===== src/rtl/xlat_pkg.sv =====
package xlat_pkg;

   localparam int VPN_W  = 20;
   localparam int ASID_W = 4;
   localparam int PFN_W  = 20;
   localparam int PROT_W = 2;

   typedef logic [VPN_W-1:0]  vpn_t;
   typedef logic [ASID_W-1:0] asid_t;
   typedef logic [PFN_W-1:0]  pfn_t;
   typedef logic [PROT_W-1:0] prot_t;

   typedef struct packed {
      logic  valid;
      logic  refd;
      logic  modf;
      prot_t prot;
      asid_t asid;
      vpn_t  vpn;
      pfn_t  pfn;
   } slot_t;

endpackage


===== src/rtl/xlat_cam.sv =====
module xlat_cam #(
   parameter int N     = 16,
   parameter int IDX_W = $clog2(N)
) (
   input  xlat_pkg::slot_t [N-1:0] tbl,
   input  xlat_pkg::vpn_t          key_vpn,
   input  xlat_pkg::asid_t         key_asid,
   output logic [N-1:0]            match_vec,
   output logic                    match_any,
   output logic [IDX_W-1:0]        match_idx
);

   generate
      if (N < 2) begin : g_bad_n
         $error("xlat_cam needs at least two slots");
      end
   endgenerate

   genvar gi;
   generate
      for (gi = 0; gi < N; gi++) begin : g_cmp
         assign match_vec[gi] = tbl[gi].valid &&
                                (tbl[gi].vpn == key_vpn) &&
                                (tbl[gi].asid == key_asid);
      end
   endgenerate

   assign match_any = |match_vec;

   // Encoder assumes at most one slot matches (no duplicate keys).
   always_comb begin
      match_idx = '0;
      for (int i = 0; i < N; i++) begin
         if (match_vec[i]) match_idx = match_idx | IDX_W'(i);
      end
   end

endmodule


===== src/rtl/xlat_free.sv =====
module xlat_free #(
   parameter int N     = 16,
   parameter int IDX_W = $clog2(N)
) (
   input  logic [N-1:0]     valid_vec,
   output logic             free_any,
   output logic [IDX_W-1:0] free_idx
);

   assign free_any = ~&valid_vec;

   // Scan downward so that the lowest invalid slot is the last assignment.
   always_comb begin
      free_idx = '0;
      for (int i = N - 1; i >= 0; i--) begin
         if (!valid_vec[i]) free_idx = IDX_W'(i);
      end
   end

endmodule


===== src/rtl/xlat_lru.sv =====
module xlat_lru #(
   parameter int N     = 16,
   parameter int IDX_W = $clog2(N)
) (
   input  logic             clk,
   input  logic             rst_n,
   input  logic             touch_en,
   input  logic [IDX_W-1:0] touch_idx,
   output logic [IDX_W-1:0] victim_idx
);

   localparam logic [IDX_W-1:0] OLDEST = IDX_W'(N - 1);

   generate
      if (N < 2) begin : g_bad_n
         $error("xlat_lru needs at least two slots");
      end
   endgenerate

   logic [IDX_W-1:0] age [N];
   logic [IDX_W-1:0] touched_age;
   logic [N-1:0]     oldest_vec;

   assign touched_age = age[touch_idx];

   genvar gi;
   generate
      for (gi = 0; gi < N; gi++) begin : g_age
         always_ff @(posedge clk or negedge rst_n) begin
            if (!rst_n) begin
               age[gi] <= IDX_W'(gi);
            end else if (touch_en) begin
               if (touch_idx == IDX_W'(gi)) begin
                  age[gi] <= '0;
               end else if (age[gi] < touched_age) begin
                  age[gi] <= age[gi] + 1'b1;
               end
            end
         end

         assign oldest_vec[gi] = (age[gi] == OLDEST);

         p_touch_youngest_r6: assert property (@(posedge clk) disable iff (!rst_n)
            (touch_en && touch_idx == IDX_W'(gi)) |=> (age[gi] == '0));
      end
   endgenerate

   always_comb begin
      victim_idx = '0;
      for (int i = 0; i < N; i++) begin
         if (oldest_vec[i]) victim_idx = IDX_W'(i);
      end
   end

   // Ages stay a permutation: exactly one slot is the oldest.
   p_single_oldest_r6: assert property (@(posedge clk) disable iff (!rst_n)
      $countones(oldest_vec) == 1);

endmodule


===== src/rtl/xlat_tlb.sv =====
module xlat_tlb #(
   parameter int ENTRIES = 16,
   parameter int IDX_W   = $clog2(ENTRIES)
) (
   input  logic                        clk,
   input  logic                        rst_n,
   input  logic                        lk_en,
   input  logic [xlat_pkg::VPN_W-1:0]  lk_vpn,
   input  logic [xlat_pkg::ASID_W-1:0] lk_asid,
   input  logic                        lk_write,
   output logic                        lk_hit,
   output logic [xlat_pkg::PFN_W-1:0]  lk_pfn,
   output logic [xlat_pkg::PROT_W-1:0] lk_prot,
   output logic                        lk_ref,
   output logic                        lk_mod,
   input  logic                        fill_en,
   input  logic [xlat_pkg::VPN_W-1:0]  fill_vpn,
   input  logic [xlat_pkg::ASID_W-1:0] fill_asid,
   input  logic [xlat_pkg::PFN_W-1:0]  fill_pfn,
   input  logic [xlat_pkg::PROT_W-1:0] fill_prot,
   input  logic                        flush_all,
   input  logic                        flush_asid_en,
   input  logic [xlat_pkg::ASID_W-1:0] flush_asid
);

   import xlat_pkg::*;

   generate
      if (ENTRIES < 16 || ENTRIES > 48) begin : g_bad_entries
         $error("xlat_tlb: ENTRIES must lie in 16..48");
      end
   endgenerate

   slot_t [ENTRIES-1:0] tbl;
   logic  [ENTRIES-1:0] valid_vec;
   logic  [ENTRIES-1:0] lk_vec;
   logic  [ENTRIES-1:0] fk_vec;
   logic                lk_any, fk_any, free_any;
   logic  [IDX_W-1:0]   lk_idx, fk_idx, free_idx, victim_idx;
   logic  [IDX_W-1:0]   fill_slot, touch_idx;
   logic                flush_any, do_fill, do_touch, touch_en;

   // Lookup key comparison
   xlat_cam #(.N(ENTRIES), .IDX_W(IDX_W)) lk_cam_i (
      .tbl(tbl), .key_vpn(lk_vpn), .key_asid(lk_asid),
      .match_vec(lk_vec), .match_any(lk_any), .match_idx(lk_idx));

   // Fill key comparison, for in-place overwrite
   xlat_cam #(.N(ENTRIES), .IDX_W(IDX_W)) fk_cam_i (
      .tbl(tbl), .key_vpn(fill_vpn), .key_asid(fill_asid),
      .match_vec(fk_vec), .match_any(fk_any), .match_idx(fk_idx));

   xlat_free #(.N(ENTRIES), .IDX_W(IDX_W)) free_i (
      .valid_vec(valid_vec), .free_any(free_any), .free_idx(free_idx));

   xlat_lru #(.N(ENTRIES), .IDX_W(IDX_W)) lru_i (
      .clk(clk), .rst_n(rst_n), .touch_en(touch_en),
      .touch_idx(touch_idx), .victim_idx(victim_idx));

   assign flush_any = flush_all | flush_asid_en;
   assign do_fill   = fill_en & ~flush_any;
   assign do_touch  = lk_hit & ~fill_en & ~flush_any;
   assign touch_en  = do_fill | do_touch;
   assign touch_idx = do_fill ? fill_slot : lk_idx;

   always_comb begin
      if (fk_any)        fill_slot = fk_idx;
      else if (free_any) fill_slot = free_idx;
      else               fill_slot = victim_idx;
   end

   assign lk_hit = lk_en & lk_any;

   // AND-OR read mux over the (at most one-hot) match vector
   always_comb begin
      lk_pfn  = '0;
      lk_prot = '0;
      lk_ref  = 1'b0;
      lk_mod  = 1'b0;
      for (int i = 0; i < ENTRIES; i++) begin
         if (lk_en && lk_vec[i]) begin
            lk_pfn  = lk_pfn  | tbl[i].pfn;
            lk_prot = lk_prot | tbl[i].prot;
            lk_ref  = lk_ref  | tbl[i].refd;
            lk_mod  = lk_mod  | tbl[i].modf;
         end
      end
   end

   genvar gi;
   generate
      for (gi = 0; gi < ENTRIES; gi++) begin : g_slot
         always_ff @(posedge clk or negedge rst_n) begin
            if (!rst_n) begin
               tbl[gi] <= '0;
            end else if (flush_all) begin
               tbl[gi].valid <= 1'b0;
            end else if (flush_asid_en) begin
               if (tbl[gi].asid == flush_asid) tbl[gi].valid <= 1'b0;
            end else if (do_fill && fill_slot == IDX_W'(gi)) begin
               tbl[gi].valid <= 1'b1;
               tbl[gi].refd  <= 1'b0;
               tbl[gi].modf  <= 1'b0;
               tbl[gi].prot  <= fill_prot;
               tbl[gi].asid  <= fill_asid;
               tbl[gi].vpn   <= fill_vpn;
               tbl[gi].pfn   <= fill_pfn;
            end else if (do_touch && lk_idx == IDX_W'(gi)) begin
               tbl[gi].refd <= 1'b1;
               if (lk_write) tbl[gi].modf <= 1'b1;
            end
         end

         assign valid_vec[gi] = tbl[gi].valid;

         p_flush_all_r7: assert property (@(posedge clk) disable iff (!rst_n)
            flush_all |=> !tbl[gi].valid);

         p_asid_drop_r8: assert property (@(posedge clk) disable iff (!rst_n)
            (flush_asid_en && tbl[gi].asid == flush_asid) |=> !tbl[gi].valid);

         p_asid_keep_r8: assert property (@(posedge clk) disable iff (!rst_n)
            (!flush_all && flush_asid_en && tbl[gi].valid &&
             tbl[gi].asid != flush_asid) |=> tbl[gi].valid);

         p_quiet_bits_r9: assert property (@(posedge clk) disable iff (!rst_n)
            (flush_any || (fill_en && fill_slot != IDX_W'(gi)))
            |=> (tbl[gi].modf == $past(tbl[gi].modf) &&
                 tbl[gi].refd == $past(tbl[gi].refd)));

         p_fill_lands_r5: assert property (@(posedge clk) disable iff (!rst_n)
            (do_fill && fill_slot == IDX_W'(gi))
            |=> (tbl[gi].valid && tbl[gi].vpn == $past(fill_vpn) &&
                 tbl[gi].asid == $past(fill_asid) && !tbl[gi].modf));
      end
   endgenerate

   // No key is ever held twice, so a lookup matches at most one slot.
   p_unique_key_r5: assert property (@(posedge clk) disable iff (!rst_n)
      $onehot0(lk_vec));

   p_flush_blocks_fill_r9: assert property (@(posedge clk) disable iff (!rst_n)
      (flush_all && fill_en) |=> (valid_vec == '0));

endmodule


===== config.mk =====
export PLATFORM = sky130hd
export DESIGN_NAME = xlat_tlb
export DESIGN_NICKNAME = d
export VERILOG_FILES = /design/src/rtl/xlat_pkg.sv /design/src/rtl/xlat_cam.sv /design/src/rtl/xlat_free.sv /design/src/rtl/xlat_lru.sv /design/src/rtl/xlat_tlb.sv
export SDC_FILE = /design/constraint.sdc
export NUM_CORES = 2
export LEC_CHECK = 0
export BUFFER_PORTS_ARGS = -buffer_cell sky130_fd_sc_hd__buf_2
export CORE_MARGIN = 2
export CORE_UTILIZATION = 50
export CTS_BUF_LIST = sky130_fd_sc_hd__clkbuf_16
export DETAILED_ROUTE_END_ITERATION = 6
export PLACE_DENSITY_LB_ADDON = 0.12
export SLEW_MARGIN = 0
export SYNTH_ARGS = -nofsm -noshare
export SYNTH_HDL_FRONTEND = slang
export SYNTH_SLANG_ARGS = --single-unit

===== constraint.sdc =====
create_clock -name clk -period 9.7 [get_ports clk]
set_clock_uncertainty 0.15 [all_clocks]
set_input_delay 0.485 -clock clk [delete_from_list [all_inputs] [get_ports clk]]
set_output_delay 0.485 -clock clk [all_outputs]
set_load 0.01 [all_outputs]

== Word-level counts from Yosys, hierarchy flattened ==
Index checks and enable logic that the tools add are counted.
Word-level totals
  bits in registers: 848
  output and inout port bits: 25
  logic and storage cells: 910
  input bits: 81
Operators by class
  $lt $le $gt $ge: 17
  bitwise logic cells: 71
  reduce and logical (&&, ||, !) cells: 262
  add/subtract/negate cells: 16
  multiplexer cells: 260
  equality and inequality tests: 156
Operators with widths (count)
  $eq 20x20->1: 32
  $mux 4: 83
  $mux 20: 16
  $or 20x20->20: 15
  $eq 4x4->1: 48
  $eq 4x4->1 const B: 39
  $logic_and 1x1->1: 112
  $mux 2: 52
  $mux 1: 100
  $reduce_and 3->1: 32
  $reduce_bool 2->1: 48
  $add 4x1->4 const B: 16
  $lt 4x4->1: 16
  $reduce_and 2->1: 32
  $reduce_and 4->1: 16
  $eq 4x3->1 const B: 12
  $ne 3x2->1 const B: 16
  $reduce_bool 3->1: 16
  $or 1x1->1: 32
  $reduce_or 16->1: 2
  $or 2x2->2: 15
  $eq 4x2->1 const B: 6
  $mux 3: 8
  $bmux 4 s4: 1
  7 further kinds: 17

== Logic depth before layout (Yosys ltp) ==
  depth in word-level cells: 35
  gate-level depth with buffers: 27
  mapped depth without buffers: 22

== By module ==
Synthesis repeated with hierarchy kept, for this count alone.
Second synthesis, totals
  cells, all modules: 4048
  area, all modules: 47946.0 um2
By module, submodules not included
  xlat_tlb: area each 32359.8 um2, cells each 2204, seq. area each 19618.8 um2, times used 1
  xlat_cam: area each 4961.0 um2, cells each 600, seq. area each 0.0 um2, times used 2
  xlat_lru: area each 5497.8 um2, cells each 610, seq. area each 1641.6 um2, times used 1
  xlat_free: area each 166.4 um2, cells each 34, seq. area each 0.0 um2, times used 1

== Worst setup path after synthesis ==
No wires, ideal clock.
  path kind: input to register
  start point: input fill_asid[3] in the netlist's numbering
  end point: register lru_i.age[23] in the netlist's numbering
  setup time: 0.061 ns
  arrival time: 5.935 ns
  required time: 9.489 ns
  path slack: 3.553 ns
  stages: 24
  path buffers: 5
  cells stage by stage: buf_2 > buf_4 > buf_2 > xor2_1 > nor3_1 > nand4_1 > nand4_1 > or4b_2 > a31o_2 > buf_2 > o21ai_2 > clkbuf_1 > mux2i_1 > mux2i_1 > mux2i_1 > nor2_1 > a21oi_1 > ha_1 > o21ai_0 > nand2b_1 > a21oi_1 > nand4_1 > or4_1 > nand2_1
On the way
  word-level cells in the longest chain between the ends: 26
  elaborated cells between the ends (all ways): 59
  those cells by class: order compare (1); eq/ne (17); mux (21); bitwise (1); reduce/logical (19)
RTL lines
  start, declared: RTL line xlat_tlb.sv:18  | input logic [xlat_pkg::ASID_W-1:0] fill_asid,
  $eq 4x4->1: RTL line xlat_cam.sv:24  | (tbl[gi].asid == key_asid);
  $logic_and 1x1->1: RTL line xlat_cam.sv:23  | (tbl[gi].vpn == key_vpn) &&
  $mux 1: RTL line xlat_cam.sv:34  | if (match_vec[i]) match_idx = match_idx | IDX_W'(i);
  $mux 2 (2 in series): RTL line xlat_cam.sv:34
  $mux 3 (4 in series): RTL line xlat_cam.sv:34
  $mux 4 (8 in series): RTL line xlat_cam.sv:34
  $mux 4 *: RTL line xlat_tlb.sv:67  | if (fk_any) fill_slot = fk_idx;
  $mux 4 *: RTL line xlat_tlb.sv:64  | assign touch_idx = do_fill ? fill_slot : lk_idx;
  $not 4->5 (not written as such): RTL line xlat_lru.sv:24  | assign touched_age = age[touch_idx];
  $bmux 4 s4: RTL line xlat_lru.sv:24
  $mux 4 (not written as such) (2 in series): RTL line xlat_lru.sv:24
  $lt 4x4->1: RTL line xlat_lru.sv:35  | end else if (age[gi] < touched_age) begin
  $reduce_bool 2->1 (no line)
  $reduce_and 2->1 (no line)
  end signal, assigned by index: RTL line xlat_lru.sv:31  | age[gi] <= IDX_W'(gi);
  end signal, assigned by index: RTL line xlat_lru.sv:36  | age[gi] <= age[gi] + 1'b1;
  end, declared: RTL line xlat_lru.sv:20  | logic [IDX_W-1:0] age [N];
Every way passes the cells marked *; elsewhere a longest branch is shown, timed or not. The select of a mux whose other input is x is not followed.
A chain may end at the register's enable or synchronous reset.

== Worst setup path in the final report ==
  start point: input fill_vpn[11] in the netlist's numbering
  end point: register lru_i.age[18] in the netlist's numbering
On the way
  word-level cells in the longest chain between the ends: 27
  elaborated cells between the ends (all ways): 75
  those cells by class: order compare (1); eq/ne (17); mux (21); bitwise (1); reduce/logical (35)
RTL lines
  start, declared: RTL line xlat_tlb.sv:17  | input logic [xlat_pkg::VPN_W-1:0] fill_vpn,
  $eq 20x20->1: RTL line xlat_cam.sv:23
  $logic_and 1x1->1: RTL line xlat_cam.sv:22  | assign match_vec[gi] = tbl[gi].valid &&
  $logic_and 1x1->1: RTL line xlat_cam.sv:23
  $mux 1: RTL line xlat_cam.sv:34
  $mux 2 (2 in series): RTL line xlat_cam.sv:34
  $mux 3 (4 in series): RTL line xlat_cam.sv:34
  $mux 4 (8 in series): RTL line xlat_cam.sv:34
  $mux 4 *: RTL line xlat_tlb.sv:67
  $mux 4 *: RTL line xlat_tlb.sv:64
  $not 4->5 (not written as such): RTL line xlat_lru.sv:24
  $bmux 4 s4: RTL line xlat_lru.sv:24
  $mux 4 (not written as such) (2 in series): RTL line xlat_lru.sv:24
  $lt 4x4->1: RTL line xlat_lru.sv:35
  $reduce_bool 2->1 (no line)
  $reduce_and 2->1 (no line)
Marked as above.

==> metrics.txt <==
status=completed; Post-synth EDFFs=0; Port Buffers=105; r2r startpoint=tbl[468]; First-pass DRT Iterations=6; top cells by area, synth=dfrtp_1 42%, mux2_2 16%, xnor2_1 9.8%; root buffer cell=clkbuf_16; postcts setup bufs=0; Skew-Pair Late Insertion Delay=0.71 ns; area leader, netlist=dfrtp_1; hold_buf cts=25; Synth cell types=88; RSZ-0062 raised after global routing=no; Worst Setup End Kind=flip-flop; initial DRC count=3940; H-tree depth reported by CTS=3; commonest cells in the netlist=816 x dfrtp_1, 706 x mux2_2, 543 x xnor2_1; CTS max path bufs=3; Storage cell area=21300 µm²; Post-Route Setup TNS=0 ns; Top FF cell, synth=dfrtp_1; Final Power=9.31 mW; Final WS setup=2.57 ns; share of cells above drive strength 1=0.248; worst slack, placed=2.19 ns; CTS clk-pin slew, worst paths=0.06 ns; clk sink count=848; syn_nets=4610; crit-path max FO=29; Hold/Removal Path Class=in -> reg; max-slew violation count=0; Post-DP HPWL=104 mm; GR Util All Layers=0.341; Warnings, synthesis=0; global-route wire length before repair=252 mm; initial cell density of the core=0.504; Lkg Pwr=23.9 nW; final WL=171 mm; part of the cycle the worst path needs=0.735; cell with the most instances after synthesis=dfrtp_1; remaining antenna violation count=0; Yosys reg bits=848; Layout fillers=8508; Critical Path Start=fill_vpn[11]; max_cap viols=0; vias in the first global route=36700; multi-input combinational cell area=26200 µm²; placed cell areas=50500 µm²; GP Congestion=0.962; Die Ht=316 µm; crit path DAT=7.56 ns; CTS resizes=0; DR WL/cell=29.4 µm; total gr overflow=0; Post-Syn Area per Cell=10.9 µm²; largest net degree at the start of global routing=162; CTS buffer count=95; Yosys top cell area share=0.419; TritonCTS clock tree=done; hold path startpoint=fill_vpn[2]; critical path type=in -> reg; Setup-failing EPs final=0; Max Freq=140 MHz; Area growth syn-to-layout=10.1%; Final Cell Area=53700 µm²; DRC viols=0; post-synth design cell area=48800 µm²; core area=96700 µm²; VDD IR max=0.174 mV; num rows=114; startpoint types=input port; ys async rst share=1.00; worst hold slack=0.0975 ns; Final #Nets=4601; vias=37500; die area=100000 µm²; Fin. Hold Viols=0; worst path required time=10.13 ns; Slew headroom=0.181; register area share after synthesis=0.436; Ports=106; Die W=316 µm; Avg Vias per Cell=6.46; slew of the pin with the lowest slew margin=1.23 ns; post-route minimum period=7.13 ns; initial antenna violation count=6; P per Cell Area=173 nW/µm²; Syn Inst Count=4465
-- cells in the final DEF, fill, tap and decap left out, drive strengths merged, types with 13 or more instances in the layout --
cell type    count
a221oi          56
nand2          251
mux2           706
clkbuf          95
and3            24
nand4          254
nor2           160
nor3            78
o31ai           21
dfrtp          816
mux2i           34
and2            14
a311oi          13
a21oi           74
ha              64
clkinv          51
dfstp           32
nor4           107
inv             57
o21a            14
dlygate4sd3     25
a22o            44
xnor2          543
buf            192
nand2b          35
xor2           284
nor4b           19
o21ai           84
nand3          103
a22oi           82
-- metal layers --
metal	vias up	wire, µm	track usage
li1	16200	-	-
met1	19200	73800	0.485
met2	1697	74400	0.510
met3	406	15800	0.0737
met4	6	6680	0.126
met5	-	45	0
-- per-stage QoR --
step,util,instances
CTS,0.555,5808
detailed placement,0.522,5610
finish,0.555,5809
floorplan,-,4465
global placement,0.522,5610
global route,0.555,5809
-- critical path: stages --
cell	delay, ns
dlygate4sd3_1	0.52
buf_2	0.15
buf_4	0.54
xnor2_1	0.21
nand4_1	0.15
nor4_1	0.06
nand4_1	0.11
nand4_1	0.32
or4b_2	0.80
a31o_2	0.34
o21ai_2	0.66
buf_4	0.33
mux2i_1	0.20
mux2i_1	0.08
mux2i_1	0.17
nor2_1	0.07
a21oi_2	0.78
ha_1	0.39
o21ai_0	0.18
nand2b_1	0.10
a21oi_1	0.33
a41o_1	0.18
a21oi_1	0.08
a211o_1	0.29
-- state kept, by name (all words and copies together), names as in the netlist --
register and cells:
lru_i.age 64, tbl 784
-- where the power goes --
group	switching (mW)	internal (mW)
clock network	1.58	1.94
logic	1.02	0.674
registers	0.295	3.79
total	2.90	6.41
-- final timing paths --
kind / cells after the start / end / slack [ns]
min in group asynchronous: 2 / tbl[755] / 0.31
max in group asynchronous: 4 / tbl[38] / 6.89
hold / removal: 2 / tbl[267] / 0.1
setup reg to reg: 21 / lru_i.age[18] / 3.02
hold reg to reg: 2 / tbl[396] / 0.33
setup / recovery: 24 / lru_i.age[18] / 2.57
-- cells by family (layout without fill, tap and decap cells) --
| logic type | Yosys count | count (layout) | share of synthesized area |
|---|---|---|---|
| adders and majority gates | 64 | 64 | 0.0164 |
| xor gates and xnor gates | 827 | 827 | 0.149 |
| buffers and inverters | 360 | 427 | 0.0312 |
| AOI/OAI and AO/OA | 504 | 504 | 0.0759 |
| other | 0 | 1 | 0 |
| and+or+nand+nor | 1122 | 1122 | 0.122 |
| muxes | 740 | 740 | 0.170 |
| DFF | 848 | 848 | 0.436 |
-- cell type report --
class / count / area share
antenna: 1 / 0.0000466
timing repair buffer: 217 / 0.0277
inverter: 37 / 0.00259
clock inverter: 78 / 0.0112
tap: 1276 / 0.0297
clock buffer: 95 / 0.0443
multi-input combinational: 3257 / 0.488
sequential: 848 / 0.396
Note: power is estimated with default switching activity, not from simulation.
